==> src/rtl/irq_ctrl_pkg.sv <==
package irq_ctrl_pkg;

    localparam int NUM_IRQ     = 15;
    localparam int PRI_BITS    = 7;
    localparam int SEC_BITS    = NUM_IRQ - PRI_BITS;
    localparam int IDX_W       = $clog2(NUM_IRQ);
    localparam int NUM_PINS    = 2;
    localparam int NUM_EDGE_CH = 3;
    localparam int EDGE_W      = 2 * NUM_EDGE_CH;

    localparam logic [7:0] ADDR_MASK_A = 8'hFB;
    localparam logic [7:0] ADDR_REQ_A  = 8'hFA;
    localparam logic [7:0] ADDR_MASK_B = 8'hF9;
    localparam logic [7:0] ADDR_REQ_B  = 8'hF8;
    localparam logic [7:0] ADDR_EDGE   = 8'hF7;

    typedef enum logic [1:0] {
        EDGE_FALL = 2'b00,
        EDGE_RISE = 2'b01,
        EDGE_BOTH = 2'b10,
        EDGE_OFF  = 2'b11
    } edge_mode_e;

    // channel -> source pin and target request
    localparam int CH_PIN [NUM_EDGE_CH] = '{0, 1, 0};
    localparam int CH_IRQ [NUM_EDGE_CH] = '{1, 3, 4};
    localparam logic [EDGE_W-1:0] EDGE_RESET = 6'b01_00_00;

    typedef struct packed {
        logic [NUM_IRQ-1:0] req;
        logic [NUM_IRQ-1:0] mask;
        logic               master;
        logic [EDGE_W-1:0]  edge_sel;
        logic               pending;
        logic [IDX_W-1:0]   idx;
    } ctrl_state_t;

endpackage

==> src/rtl/irq_pin_edge.sv <==
module irq_pin_edge #(
    parameter int SYNC_STAGES = 2
) (
    input  logic clk,
    input  logic rst_n,
    input  logic pin,
    output logic rise,
    output logic fall
);
    localparam int WARM_LIM = SYNC_STAGES + 1;
    localparam int WARM_W   = $clog2(WARM_LIM + 1);

    typedef struct packed {
        logic [SYNC_STAGES-1:0] sync;
        logic                   last;
        logic [WARM_W-1:0]      warm;
    } edge_state_t;

    edge_state_t q, d;
    logic armed;
    logic level;

    always_comb begin
        d      = q;
        level  = q.sync[SYNC_STAGES-1];
        armed  = (q.warm == WARM_W'(WARM_LIM));
        d.sync = {q.sync[SYNC_STAGES-2:0], pin};
        d.last = level;
        if (!armed) d.warm = q.warm + 1'b1;
        rise   = armed &  level & ~q.last;
        fall   = armed & ~level &  q.last;
    end

    always_ff @(posedge clk or negedge rst_n) begin
        if (!rst_n) q <= '0;
        else        q <= d;
    end

    a_r11_single_edge: assert property (@(posedge clk) disable iff (!rst_n)
        !(rise && fall));
    a_r11_rise_follows_low: assert property (@(posedge clk) disable iff (!rst_n)
        rise |=> !rise);

endmodule

==> src/rtl/irq_prio_enc.sv <==
module irq_prio_enc #(
    parameter int N     = 15,
    parameter int IDX_W = $clog2(N)
) (
    input  logic [N-1:0]     active,
    output logic             any,
    output logic [IDX_W-1:0] idx
);
    logic [N:0]   seen;
    logic [N-1:0] grant;

    always_comb begin
        seen[0] = 1'b0;
        idx     = '0;
        for (int i = 0; i < N; i++) begin
            grant[i]  = active[i] & ~seen[i];
            seen[i+1] = seen[i] | active[i];
            if (grant[i]) idx = IDX_W'(i);
        end
        any = seen[N];
    end

endmodule

==> src/rtl/irq_prio_ctrl.sv <==
module irq_prio_ctrl
    import irq_ctrl_pkg::*;
#(
    parameter int SYNC_STAGES = 2
) (
    input  logic                clk,
    input  logic                rst_n,
    input  logic [7:0]          bus_addr,
    input  logic                bus_wr,
    input  logic [7:0]          bus_wdata,
    output logic [7:0]          bus_rdata,
    input  logic [NUM_IRQ-1:0]  periph_set,
    input  logic [NUM_PINS-1:0] ext_pin,
    input  logic                ei_strobe,
    input  logic                di_strobe,
    input  logic                iret_strobe,
    input  logic                retire,
    input  logic                irq_ack,
    output logic                irq_pending,
    output logic [IDX_W-1:0]    irq_index,
    output logic [7:0]          irq_vector
);
    ctrl_state_t q, d;

    logic [NUM_PINS-1:0] pin_rise, pin_fall;
    logic [NUM_IRQ-1:0]  pin_set;
    logic [NUM_IRQ-1:0]  hw_set;
    logic [NUM_IRQ-1:0]  ack_clr;
    logic                any_act;
    logic [IDX_W-1:0]    enc_idx;
    logic                ack_fire;
    logic                wr_mask_a, wr_req_a, wr_mask_b, wr_req_b, wr_edge;

    // pin synchronizers and edge detectors
    for (genvar p = 0; p < NUM_PINS; p++) begin : g_pin
        irq_pin_edge #(.SYNC_STAGES(SYNC_STAGES)) u_edge (
            .clk  (clk),
            .rst_n(rst_n),
            .pin  (ext_pin[p]),
            .rise (pin_rise[p]),
            .fall (pin_fall[p])
        );
    end

    // per-channel edge mode selection
    logic [NUM_EDGE_CH-1:0] ch_hit;
    for (genvar c = 0; c < NUM_EDGE_CH; c++) begin : g_ch
        edge_mode_e mode;
        assign mode = edge_mode_e'(q.edge_sel[2*c +: 2]);
        always_comb begin
            unique case (mode)
                EDGE_FALL: ch_hit[c] = pin_fall[CH_PIN[c]];
                EDGE_RISE: ch_hit[c] = pin_rise[CH_PIN[c]];
                EDGE_BOTH: ch_hit[c] = pin_fall[CH_PIN[c]] | pin_rise[CH_PIN[c]];
                default:   ch_hit[c] = 1'b0;
            endcase
        end
    end

    always_comb begin
        pin_set = '0;
        for (int c = 0; c < NUM_EDGE_CH; c++)
            if (ch_hit[c]) pin_set[CH_IRQ[c]] = 1'b1;
    end

    irq_prio_enc #(.N(NUM_IRQ), .IDX_W(IDX_W)) u_enc (
        .active(q.req & q.mask),
        .any   (any_act),
        .idx   (enc_idx)
    );

    always_comb begin
        wr_mask_a = bus_wr && (bus_addr == ADDR_MASK_A);
        wr_req_a  = bus_wr && (bus_addr == ADDR_REQ_A);
        wr_mask_b = bus_wr && (bus_addr == ADDR_MASK_B);
        wr_req_b  = bus_wr && (bus_addr == ADDR_REQ_B);
        wr_edge   = bus_wr && (bus_addr == ADDR_EDGE);
        ack_fire  = irq_ack && q.pending;
        hw_set    = periph_set | pin_set;
        ack_clr   = '0;
        if (ack_fire) ack_clr[q.idx] = 1'b1;

        d = q;
        // request latches: ack clears, hardware sets, software write wins
        d.req = (q.req & ~ack_clr) | hw_set;
        if (wr_req_a) d.req[PRI_BITS-1:0]       = bus_wdata[PRI_BITS-1:0];
        if (wr_req_b) d.req[NUM_IRQ-1:PRI_BITS] = bus_wdata[SEC_BITS-1:0];

        if (wr_mask_a) d.mask[PRI_BITS-1:0]       = bus_wdata[PRI_BITS-1:0];
        if (wr_mask_b) d.mask[NUM_IRQ-1:PRI_BITS] = bus_wdata[SEC_BITS-1:0];
        if (wr_edge)   d.edge_sel                 = bus_wdata[EDGE_W-1:0];

        // master enable: clear beats set beats bus write
        if (ack_fire || di_strobe)        d.master = 1'b0;
        else if (ei_strobe || iret_strobe) d.master = 1'b1;
        else if (wr_mask_a)                d.master = bus_wdata[7];

        // capture on retire
        if (ack_fire) begin
            d.pending = 1'b0;
        end else if (retire) begin
            d.pending = q.master & any_act;
            d.idx     = enc_idx;
        end
    end

    always_ff @(posedge clk or negedge rst_n) begin
        if (!rst_n) begin
            q          <= '0;
            q.edge_sel <= EDGE_RESET;
        end else begin
            q <= d;
        end
    end

    always_comb begin
        unique case (bus_addr)
            ADDR_MASK_A: bus_rdata = {q.master, q.mask[PRI_BITS-1:0]};
            ADDR_REQ_A:  bus_rdata = {1'b0, q.req[PRI_BITS-1:0]};
            ADDR_MASK_B: bus_rdata = q.mask[NUM_IRQ-1:PRI_BITS];
            ADDR_REQ_B:  bus_rdata = q.req[NUM_IRQ-1:PRI_BITS];
            ADDR_EDGE:   bus_rdata = {{(8-EDGE_W){1'b0}}, q.edge_sel};
            default:     bus_rdata = 8'h00;
        endcase
    end

    assign irq_pending = q.pending;
    assign irq_index   = q.idx;
    assign irq_vector  = {3'b000, q.idx, 1'b0} + 8'd2;

    // ---------------- assertions ----------------
    a_r3_no_pend_when_disabled: assert property (@(posedge clk) disable iff (!rst_n)
        $rose(irq_pending) |-> $past(q.master));
    a_r5_hold_without_retire: assert property (@(posedge clk) disable iff (!rst_n)
        (!retire && !irq_ack) |=> ($stable(irq_pending) && $stable(irq_index)));
    a_r7_write_wins: assert property (@(posedge clk) disable iff (!rst_n)
        (bus_wr && bus_addr == ADDR_REQ_B) |=> (q.req[NUM_IRQ-1:PRI_BITS] == $past(bus_wdata)));
    a_r9_ack_drops_master: assert property (@(posedge clk) disable iff (!rst_n)
        (irq_ack && irq_pending) |=> (!q.master && !irq_pending));
    a_r10_di_clears: assert property (@(posedge clk) disable iff (!rst_n)
        di_strobe |=> !q.master);
    a_r6_periph_sets: assert property (@(posedge clk) disable iff (!rst_n)
        (periph_set[0] && !(bus_wr && bus_addr == ADDR_REQ_A)) |=> q.req[0]);
    a_r2_reserved_zero: assert property (@(posedge clk) disable iff (!rst_n)
        (bus_addr == ADDR_REQ_A) |-> !bus_rdata[7]);

endmodule

==> config.mk <==
export PLATFORM = sky130hd
export DESIGN_NAME = irq_prio_ctrl
export DESIGN_NICKNAME = d
export VERILOG_FILES = /design/src/rtl/irq_ctrl_pkg.sv /design/src/rtl/irq_pin_edge.sv /design/src/rtl/irq_prio_enc.sv /design/src/rtl/irq_prio_ctrl.sv
export SDC_FILE = /design/constraint.sdc
export NUM_CORES = 1
export LEC_CHECK = 0
export BUFFER_PORTS_ARGS = -buffer_cell sky130_fd_sc_hd__buf_4
export CAP_MARGIN = 25
export CORE_MARGIN = 2
export CORE_UTILIZATION = 50
export CTS_CLUSTER_SIZE = 25
export DETAILED_ROUTE_END_ITERATION = 8
export PLACE_DENSITY = 0.76
export SYNTH_ARGS = -nofsm -noshare
export SYNTH_HDL_FRONTEND = slang
export SYNTH_HIERARCHICAL = 1
export SYNTH_SLANG_ARGS = --single-unit
==> constraint.sdc <==
create_clock -name clk -period 1.5 [get_ports clk]
set_clock_uncertainty 0.05 [all_clocks]
set_input_delay 0.3 -clock clk [delete_from_list [all_inputs] [get_ports clk]]
set_output_delay 0.3 -clock clk [all_outputs]
set_load 0.03 [all_outputs]
==> run summary, run 1 <==
The flow ran to the end, but the final reports show violations. The checks that failed: negative setup slack. The congestion estimate from routability-driven global placement came to 0.864. The tools report the die outline area as 6600 um^2.

The worst endpoint data arrival time is 1610 ps. The fraction of the cycle the final worst path needs works out to 130%. The logs give 0 for the final hold violation count and 265 for the cell count after synthesis. After floorplanning, the core was divided into 28 placement rows. Standard cell area after detailed placement: 3860 um^2. Most used flip-flop cell after synthesis: sky130_fd_sc_hd__dfrtp_1.

The initial core utilization came out at 51.0%. The number of clock buffers added by TritonCTS is 5. The antenna diode instance count was 0. Number of global-route vias before repair: 2753.

The detail route stage leaves a number of antenna-violating nets equal to 0. The reg2reg setup slack came out at -320 ps. Distinct cell type count after synthesis: 53. For the final max-slew violation count, the log shows 0. Using the TritonRoute via totals, the vias-per-cell ratio works out to 6.02.

The tools report the overall overflow remaining after global route as 0. The sequential standard cell area was 1310 um^2. Entering global routing, the biggest net connects 31 pins.

After clock tree synthesis, the clock-pin slew on the worst setup and hold paths is 100 ps. Overall power: 4010 uW. The power density normalized to cell area came out at 884 nW/um^2. The clock net in this run drives a total of 52 sinks. In this run, synthesis produced a sequential element count of 52.

The clock reaches the later pin of the worst-skew pair after 320 ps. In this run the most critical hold path is launched from ext_pin[1]. Die extent in x: 81.3 um.

For this run, the detailed router's first-pass iteration total came to 5. Counting cells, the worst reg-to-reg path comes to 6. The critical path is of the register to primary output type. The maximum resistive drop on vdd was 0.000714 V. The finished cells cover 4540 um^2. The startpoint identified for the worst register-to-register timing path is q[28]. From bottom edge to top edge, the die measures 81.3 um. The clock tree synthesis step divided the H-tree into 2 levels. Setup violations remaining at the end of the flow were counted as 24.

The clock passes through at most 2 buffers. Of all nets on the critical path, the largest fanout is 3. For the final critical-path setup slack, the log shows -456 ps. TritonCTS built the clock tree.

Yosys mapped a number of flops with a built-in enable equal to 0. The run gives 43.6% as the share of the yosys chip area belonging to registers. The run gives 62 as the count of pins on the block boundary. The count of buffers added on input and output ports is 58. The shortest period the worst path allows works out to 1960 ps. The final wirelength was 9600 um.

The maximum operating frequency is 511 MHz. The worst flop-to-flop path endpoint was irq_index[2]. The initial antenna violation count is 0, and the number of warnings printed during yosys synthesis is 6.

The critical path startpoint category is a register. The average cell area after synthesis was 11.3 um^2; the fraction of final layout cells with drive strength greater than 1 was 63.7%. The critical path ends at bus_rdata[4]. For this block, the via count after detailed routing is 2776. Leakage power: 0.00201 uW.

The post-synthesis cell area is 2980 um^2, and the area of combinational cells with multiple inputs is 1910 um^2. The logs give -315 ps for the post-placement setup slack and 324 for the number of inserted filler cells in the final layout. The core region is 5850 um^2. Setup repair after global routing could not meet its margin everywhere. The setup TNS after final layout was -5740 ps; the DRC violation count after routing was 0.

STA puts the critical path data required time at 1150 ps. The HPWL after detailed placement is 5870 um. The hold slack is 30.1 ps, and the global-route usage over all layers is 27.7%. Compared with the post-synthesis result, the final layout area differs by 52.1%. The worst setup path is captured at a primary output. In the final design database the tool counted 432 nets.

The worst hold path belongs to the class input port to register. The count of maximum capacitance violations is 0, and the wire length per cell after detailed routing is 20.8 um. Share of synthesized flip-flops with an asynchronous set or reset: 100%. The first routing iteration left 215 violations. The run gives 13500 um as the wire length of the first global-routing pass. The start point of the critical path is q[31]. The tree is rooted in a sky130_fd_sc_hd__clkbuf_8.
[state kept, by name (all words and copies together), names as in the netlist]
| name | cells |
|---|---|
| q | 31 |
| irq_pending | 1 |
| irq_index | 4 |
| g_pin.u_edge/q | 6 |
| g_ch.mode | 6 |
| g_pin.u_edge/d | 4 |
[power by group]
part           internal [uW]  switching (uW)  total [uW]
Combinational            780             821        1600
Clock                    332             497         829
Sequential              1490            94.4        1580
[through the flow]
step,util (%),std cells
CTS,73.8,452
global route,77.6,461
finish,77.6,461
global placement,65.9,425
floorplan,-,267
detailed placement,65.9,425
[cell families (layout without fill, tap and decap cells)]
group,count (synthesis),in the layout,share of synthesized area (%)
compound gates,54,54,12.7
buf+inv,25,144,4.57
mux,33,33,15.3
xor+xnor,7,7,2.05
simple gates,87,87,19.0
flops,52,52,43.6
other cells,1,3,0.126
fa+ha+maj,6,6,2.52
[worst max-delay path: stages, from the launching register on]
cell,delay (ps)
sky130_fd_sc_hd__dfrtp_1,420
sky130_fd_sc_hd__mux4_2,480
sky130_fd_sc_hd__a22o_4,260
sky130_fd_sc_hd__buf_6,130
[worst min path at each step]
| stage | endpoint | slack, ps | cells after the start |
|---|---|---|---|
| final | g_pin[1].u_edge/d[4] | 30 | 1 |
| after global routing | g_pin[1].u_edge/d[4] | 20 | 1 |
| after CTS | g_pin[0].u_edge/d[4] | 30 | 1 |
| after detailed placement | g_ch[2].mode[1] | 170 | 1 |
| after global placement | g_pin[0].u_edge/d[4] | 170 | 1 |
| after floorplan | g_ch[0].mode[0] | -50 | 0 |
[synthesized netlist by cell type, drive strengths merged, types with 2 or more instances]
library cell	number	area share [%]
dfrtp	51	43
mux2	26	10
nand2	18	2.3
and2	16	3.4
o21ai	13	2.2
buf	12	2.9
nor2	12	2.0
a21oi	9	1.5
inv	9	1.1
o22a	9	2.6
mux4	7	5.3
a22o	6	1.8
ha	6	2.5
nand3	6	1.2
nand2b	5	1.1
nor3	5	1.2
o31ai	5	1.3
a221oi	4	1.2
and3b	4	1.3
clkbuf	4	0.54
nor4	4	1.8
xor2	4	1.2
a31oi	3	0.63
nand4	3	1.1
xnor2	3	0.88
and3	2	0.42
nand3b	2	0.50
nor2b	2	0.42
[routing by layer]
| layer | wire (um) | vias up | track usage, % |
|---|---|---|---|
| met5 | 0 | - | 0 |
| met4 | 308 | 0 | 11.0 |
| met3 | 672 | 40 | 4.78 |
| met2 | 4890 | 141 | 47.3 |
| met1 | 3730 | 1387 | 35.0 |
| li1 | - | 1208 | - |
[cell type report]
cell class / instances / share of cell area, %
repair buffers: 127 / 24.2
flip-flops and latches: 52 / 28.8
clock buffers: 5 / 1.52
clock inverters: 3 / 0.469
multi-input cells: 190 / 42.1
inverters: 9 / 0.910
well taps: 75 / 2.07
[repair_timing]
item / 4_1_cts / 5_1_grt
endpoints found under the setup margin: 29 / 32
setup buffers: 18 / 11
gates resized for setup: 60 / 39
hold buffers: 1 / 0
endpoints found under the hold margin: 21 / 0
pin swaps: 19 / 19
cloned: 0 / 0
[placed cells by master, fill, tap and decap left out, types with 5 or more instances in the layout]
master                     Yosys  layout
sky130_fd_sc_hd__mux2_2       24      22
sky130_fd_sc_hd__buf_4         8      98
sky130_fd_sc_hd__nand2_1      18      14
sky130_fd_sc_hd__clkbuf_8      0       5
sky130_fd_sc_hd__o22a_1        9       9
sky130_fd_sc_hd__and2_4        0       8
sky130_fd_sc_hd__nor2_1       10      10
sky130_fd_sc_hd__o21ai_2       0       6
sky130_fd_sc_hd__a21oi_1       9       5
sky130_fd_sc_hd__dfrtp_1      51      47
sky130_fd_sc_hd__inv_1         9       7
sky130_fd_sc_hd__mux4_2        7       7
sky130_fd_sc_hd__and2_1       16       8
sky130_fd_sc_hd__buf_6         1      24
Note: power is estimated with default switching activity, not from simulation.
==> run 2: changes to the inputs <==
- ABC_AREA: unset -> 1
- CORE_UTILIZATION: 50 -> 53
- CTS_BUF_LIST: unset -> sky130_fd_sc_hd__clkbuf_4 sky130_fd_sc_hd__clkbuf_8
- PLACE_DENSITY: 0.76 -> 0.78
==> run 2 against run 1 <==
Effect of this change: the run still ends with negative setup slack left; core utilization increased by 0.72 points; critical path depth up 10; combinational power down 18%; worst setup slack improved by 68 ps; die area increased by 9.0%; final cell count up 44%; clock power grew 2.9%; register-to-register slack lost 70 ps; hold slack better by 0.90 ps; critical path type is now register to register; largest power group is now registers.
==> run summary, run 2 <==
The run finished, with violations left. The checks that failed: negative setup slack. In the synthesized netlist the async set-or-reset flop fraction comes to 100%. The later pin in the worst-skew pair is clocked with a latency of 310 ps. Setup repair after global routing could not meet its margin everywhere. Fill cells in the final layout number 396.

The count of cells in the finished layout, fillers not included, comes to 662. The count of flip-flops with a built-in enable after synthesis came out at 0. The core region is 6350 um^2. Critical setup path kind: register to register. The tools report the number of nets at the end of the flow as 631.

Summed over its instances, the top area cell type makes up 36.9% of the synthesized netlist area. The fraction of the cycle the final worst path needs was 126%. The tools report the cell count after placement as 627. The shortest period the worst path allows was 1890 ps; the number of iterations in the first detailed-routing pass was 5. Across the run, the number of max-cap violations was 0. The portion of total power attributed to the clock network is 22.8%, and the distinct cell type count after synthesis is 34. Share of the yosys chip area belonging to registers: 37.6%. Summed over all failing endpoints, the final setup total negative slack is -4970 ps. For this design the static power due to leakage is 0.00261 uW.

The average instance in the mapped netlist occupies 7.49 um^2. The path class of the tightest hold or removal check is input port to register. The post-synthesis cell area was 3460 um^2.

The cell sitting at the root of the clock tree is a sky130_fd_sc_hd__clkbuf_8. The first global-routing pass estimated 17900 um of wire. The run gives 6 as the number of warnings printed during yosys synthesis. The cell repeated most along the worst path was sky130_fd_sc_hd__nor2_4. The tools report the critical path startpoint category as a register.

Worst endpoint data arrival time: 2080 ps. On the critical path, the stage with the largest delay is an instance of sky130_fd_sc_hd__dfrtp_1. The number of antenna diodes in the final layout is 0. After legalization and detailed placement, the total HPWL measured 7160 um. The routed design has 11700 um of wire. The cell type with the highest aggregate area in the netlist is sky130_fd_sc_hd__dfrtp_1.

TritonCTS built the clock tree. Of the total power, the share spent switching nets is 36.6%. The fraction of final layout cells with drive strength greater than 1 was 42.1%; the required time at the endpoint of the critical path was 1690 ps.

Relative to the synthesized area, the layout overhead comes to 43.6%. Yosys attributes the largest share of cell area to sky130_fd_sc_hd__dfrtp_1 (37%), sky130_fd_sc_hd__nand2_1 (15%), sky130_fd_sc_hd__inv_1 (7.8%). The die extent in x is 84.8 um, and the number of buffer cells added on primary ports is 58. Number of global-route vias before repair: 3626. IR analysis of the VDD net gives a maximum drop of 0.000786 V. Power density normalized to cell area: 753 nW/um^2. Walking the worst path, the cells encountered are nand2_2 -> inv_2 -> nor2_4 -> nand2_2 -> nor2_4 -> nand4_4 -> nor2_4 -> nand4_4 -> nor2_4 -> nand3_2 -> nand2_2 -> nor2_1 -> a21oi_1.

By count the netlist is led by sky130_fd_sc_hd__nand2_1 (137), sky130_fd_sc_hd__inv_1 (72), sky130_fd_sc_hd__dfrtp_1 (51), sky130_fd_sc_hd__nor2_1 (39), sky130_fd_sc_hd__nand3_1 (33). The internal portion of the total power is 2370 uW. The final count of negative-setup-slack endpoints was 33; the post-synthesis register bit count was 52. STA classifies the critical path endpoint as a register. The logs give 1370 uW for the net switching component of the power and 62 for the count of pins on the block boundary. For the final critical-path setup slack, the log shows -388 ps. The overall via count from detail_route was 3850. The global-route usage over all layers was 31.9%; the cell count after synthesis was 462. The register with the most flip-flops in the layout has 31 of them.

The initial core utilization was 54.5%; the number of routed nets with antenna violations was 0. The largest stage delay on the critical path came out at 420 ps. The library cells used most frequently in the layout, excluding fill and tap cells, are sky130_fd_sc_hd__nand2_1 (118), sky130_fd_sc_hd__buf_4 (94), sky130_fd_sc_hd__inv_1 (63). The logs give 0 for the initial antenna violation count and 5 for the number of CTS-inserted buffers. The final hold violation count came out at 0. The clock-pin slew reported for the worst setup and hold paths after clock tree synthesis was 100 ps. The share of total power dissipated in sequential elements is 42.0%. The final max-slew violation count is 0, and the wire length per cell after detailed routing is 17.7 um.

The H-tree generated during clock tree synthesis spans 2 levels. Maximum operating frequency: 530 MHz. The register with the highest flop count was q. CTS saw 52 sinks.

For this run, design rule violations remaining after detail routing come to 0. The total overflow left after global routing is 0. The detailed router finished its first iteration with 466 violations.

The die covers 7190 um^2. The most used flip-flop cell after synthesis is sky130_fd_sc_hd__dfrtp_1. In the post-synthesis netlist, the cell with the most instances is sky130_fd_sc_hd__nand2_1. For the deepest clock path buffer count, the log shows 2.

In this run the vertical extent of the chip is 84.8 um. The share of total power dissipated in combinational logic is 35.2%. The pin count of the biggest net entering global routing came out at 29. Along the worst path, the maximum fanout reaches 4. The total number of placement rows was 29; the via-per-instance ratio was 5.82.

The library cell used most frequently in the layout, excluding fill and tap cells, is sky130_fd_sc_hd__nand2_1. At the end of routability-driven placement, the weighted congestion stood at 0.915.
[run 2: cell count changes after synthesis, moves of 16 or more]
cell                      change
sky130_fd_sc_hd__and2_1      -16
sky130_fd_sc_hd__nand2_1    +119
sky130_fd_sc_hd__mux2_2      -24
sky130_fd_sc_hd__o21ai_2     +23
sky130_fd_sc_hd__inv_1       +63
sky130_fd_sc_hd__nand3_1     +28
sky130_fd_sc_hd__nor2_1      +29
[run 2: layout make-up]
type	count	area (um^2)	share of cell area, %
multi-input combinational	324	2010	40.4
sequential	52	1300	26.2
timing repair buffer	127	1190	23.9
inverter	74	284	5.71
tap	77	96.3	1.94
clock buffer	5	68.8	1.38
clock inverter	3	21.3	0.428
[run 2: cell families (layout without fill, tap and decap cells)]
kind of cell | after synthesis | in the layout | synth area share (%)
compound gates | 64 | 64 | 12.4
xor+xnor | 2 | 2 | 0.506
fa+ha+maj | 6 | 6 | 2.17
buf+inv | 88 | 209 | 12.1
flops | 52 | 52 | 37.6
other cells | 1 | 3 | 0.108
simple gates | 249 | 249 | 35.1
[run 2: path summary, 6_finish.rpt]
check,startpoint,to,slack (ps),cells after the start
max in group asynchronous,rst_n,q[17],550,3
worst max register to register,q[14],irq_index[1],-390,13
worst min register to register,g_pin[1].u_edge/d[4],g_pin[1].u_edge/d[2],310,0
worst min-delay path,ext_pin[0],g_pin[0].u_edge/d[4],30,1
worst max-delay path,q[14],irq_index[1],-390,13
min in group asynchronous,rst_n,g_ch[1].mode[0],370,2
[run 2: what timing repair did]
action                                 CTS  global route
pin swaps                               32            17
setup endpoints to repair               23            33
setup buffers                           17             9
endpoints found under the hold margin   23             0
cloned                                   4             0
gates resized for setup                 77            22
hold buffers                             1             0
[run 2: power by group through the flow]
stage               clock network (uW)  registers [uW]  logic [uW]
finish                             853            1570        1320
global route                       909            1580        1400
CTS                                848            1560        1230
detailed placement                   0            1580        1040
global placement                     0            1580        1020
floorplan                            0            1580         633
[run 2: per-stage QoR]
step	util, %	hold slack, ps	cell area (um^2)	power (uW)	setup WS [ps]
6_report	78.3	31.0	4970	3740	-388
2_1_floorplan	-	-45.6	3480	2210	-100
5_1_grt	78.3	22.3	4970	3890	-501
3_5_place_dp	66.8	181	4240	2620	-261
4_1_cts	76.4	27.7	4850	3640	-262
3_3_place_gp	66.8	178	4240	2600	-180
[run 2: layer usage]
layer,track usage (%),wire [um],vias to the layer above
li1,-,-,1705
met1,39.3,4430,1788
met2,54.8,5590,278
met3,4.38,1040,79
met4,16.2,683,0
met5,0,0,-
[run 2: worst max-delay path: cells and delay by family (launching register included)]
family / cells / cell delay, ps
AOI/OAI and AO/OA: 1 / 150
buffers and inverters: 1 / 50
and+or+nand+nor: 11 / 1150
DFF: 1 / 420
==> run 3: changes to the inputs <==
- ABC_AREA: 1 -> unset
- CORE_UTILIZATION: 53 -> 51
- PLACE_DENSITY: 0.78 -> 0.77
==> run 3 against run 2 <==
Effect of this change: combinational power up 20%; clock power rose by 18%; the flow still finishes with violations (negative setup slack); critical path depth down 10; cell area decreased by 8.2%; final cell count fell by 29%; power increased by 12%; largest power group is now combinational cells; global-route usage down 1.1 points; hold slack better by 4.5 ps; sequential power about the same; wire length shrank 11%; non-clock buffer count rose by 9; via count fell by 23%.
==> run summary, run 3 (synthesis gave the netlist of run 1 again) <==
The clock tree root buffer cell was sky130_fd_sc_hd__clkbuf_8. Row generation in the floorplan step produced 27 rows. The worst hold path begins at ext_pin[0]. The number of antenna diodes in the final layout is 0. Input and output buffers added on the ports amount to 58.

The critical path is of the register to primary output type. The via-per-instance ratio was 6.37; the number of CTS-inserted buffers was 5. Along the worst path, the maximum fanout reaches 3.

For the deepest clock path buffer count, the log shows 2. Once detail routing completed, the nets flagged for antenna violations numbered 0. Setup violations remaining at the end of the flow were counted as 21. The run gives 0 as the DRC violation count after routing. VDD sags by at most 0.000990 V. The run gives -476 ps as the final critical-path setup slack.

In this run the count of I/O pins placed on the die edge is 62. The internal power of the cells totals 2770 uW. Vertical die dimension: 80.5 um. At the placement stage, the worst setup path has a slack of -312 ps. The cell depth of the worst hold path is 1, and the violation count after the first detailed-route iteration is 326.

Portion of total power attributed to the clock network: 24.2%. The routed design has 10500 um of wire. The synthesis-to-layout area growth was 52.9%; the number of iterations in the first detailed-routing pass was 6.

The share of total power dissipated in combinational logic is 38.1%. For the hold slack, the log shows 35.5 ps. The initial core utilization was 53.5%; the wire length per cell after detailed routing was 22.4 um. The library cells used most frequently in the layout, excluding fill and tap cells, are sky130_fd_sc_hd__buf_4 (111), sky130_fd_sc_hd__dfrtp_1 (48), sky130_fd_sc_hd__buf_6 (23). The worst endpoint data arrival time is 1630 ps. The final reports fail on negative setup slack.

The worst hold path terminates at g_pin[0].u_edge/d[4]. The number of global-route vias before repair came out at 2936. The count of maximum capacitance violations was 0. Leaving out fill and tap cells, the most frequent cell in the layout is sky130_fd_sc_hd__buf_4. The run finished, with violations left. Net switching is 33.7% of the power.

Once detailed placement completed, the half-perimeter wirelength came to 6320 um. For the worst flop-to-flop path, the logic depth is 7. Clock-pin slew reported for the worst setup and hold paths after clock tree synthesis: 100 ps. The run gives 0 as the final max-slew violation count. The reg2reg setup slack came out at -460 ps. Global routing used 30.8% of the available tracks across all layers.

In this run the power density over the cells is 916 nW/um^2. The tools report the global placement routability congestion as 0.879. Clock latency on the worst-skew pair, taken at its later pin, is 310 ps. The required time at the endpoint of the critical path is 1150 ps, and the placeable core region is 5570 um^2.

For this run the aggregate overflow at the end of global routing stands at 0. The shortest period the worst path allows was 1980 ps. The tools report the overall via count from detail_route as 2976.

The die extent in x was 80.5 um. Setup repair after global routing could not meet its margin everywhere. At the end of the flow, the number of nets in the layout was 441. TritonCTS built the clock tree. For the net switching component of the power, the log shows 1410 uW.

The worst register-to-register path begins at q[13]. The power share of the sequential group is 37.7%. Entering global routing, the biggest net connects 35 pins. For this design the static power due to leakage is 0.00206 uW. For the total number of H-tree levels, the log shows 2. For the maximum operating frequency, the log shows 506 MHz. The worst flop-to-flop path endpoint was irq_index[0].

Critical path startpoint category: a register. The fraction of final layout cells with drive strength greater than 1 is 62.5%. The initial antenna violation count came out at 0. The path class of the tightest hold or removal check is input port to register. Counting flops per register, the top entry is q. The register with the most flip-flops in the layout has 31 of them.

For this design, the sink count on the clock tree is 52. The number of inserted filler cells in the final layout was 304; the final hold violation count was 0. The wire length of the first global-routing pass is 14700 um, and the die outline area is 6480 um^2. STA classifies the critical path endpoint as a primary output. The final critical path takes up 132% of the cycle.
[run 3: cell count changes in the layout (fill, tap and decap cells not counted), moves of 13 or more]
cell,previous run,this run
sky130_fd_sc_hd__buf_4,94,111
sky130_fd_sc_hd__inv_1,63,7
sky130_fd_sc_hd__mux2_2,0,22
sky130_fd_sc_hd__nand2_1,118,15
sky130_fd_sc_hd__nand2_2,22,2
sky130_fd_sc_hd__nand3_1,15,2
sky130_fd_sc_hd__nand3_2,18,1
sky130_fd_sc_hd__nor2_1,30,9
sky130_fd_sc_hd__o21ai_0,16,3
sky130_fd_sc_hd__o21ai_2,23,3
[run 3: how the worst max path moves through the flow]
| stage | cells past startpoint | from | slack [ps] | endpoint |
|---|---|---|---|---|
| finish | 3 | q[38] | -480 | bus_rdata[4] |
| floorplan | 3 | bus_addr[0] | -50 | bus_rdata[4] |
| CTS | 3 | q[16] | -460 | bus_rdata[4] |
| detailed placement | 4 | bus_addr[0] | -310 | bus_rdata[4] |
| global placement | 4 | bus_addr[0] | -300 | bus_rdata[4] |
| global route | 7 | q[16] | -520 | irq_index[0] |
[run 3: metal layers]
metal  track usage, %  up-vias  routed length (um)
li1                 -     1228                   -
met1             36.4     1437                3720
met2             53.8      228                5220
met3             7.42       83                 965
met4             12.2        0                 580
met5                0        -                   0
[run 3: through the flow]
stage               total power [uW]  util (%)  std cells  area [um^2]  setup TNS, ps
finish                          4180      81.8        467         4560          -5870
global placement                2630      68.7        424         3830          -5220
floorplan                       2250         -        267         3080           -519
CTS                             3940      77.8        453         4340          -4760
global route                    4320      81.8        467         4560          -6600
detailed placement              2660      68.7        424         3830          -6130
[run 3: final cells by class]
type	count	area, um^2	share of cell area, %
Inverter	9	43.8	0.960
Clock buffer	6	76.3	1.67
Tap cell	72	90.1	1.97
Sequential cell	52	1310	28.6
Clock inverter	2	38.8	0.850
Multi-Input combinational cell	190	1880	41.3
Timing Repair Buffer	136	1120	24.6
[run 3: timing repair]
action,4_1_cts,5_1_grt
gates resized for setup,60,32
setup endpoints to repair,28,30
hold buffers,1,0
setup buffers,20,14
pin swaps,21,11
hold endpoints to repair,31,0
[run 3: power by group through the flow]
stage / combinational [uW] / clock [uW] / sequential, uW
6_report: 1590 / 1010 / 1570
5_1_grt: 1650 / 1080 / 1580
4_1_cts: 1360 / 1020 / 1560
3_5_place_dp: 1040 / 0 / 1610
3_3_place_gp: 1020 / 0 / 1610
2_1_floorplan: 680 / 0 / 1570
[run 3: worst max-delay path: stages (launching register included)]
cell and delay (ps):
sky130_fd_sc_hd__dfrtp_1 450, sky130_fd_sc_hd__mux4_2 480, sky130_fd_sc_hd__a22o_4 260, sky130_fd_sc_hd__buf_6 130
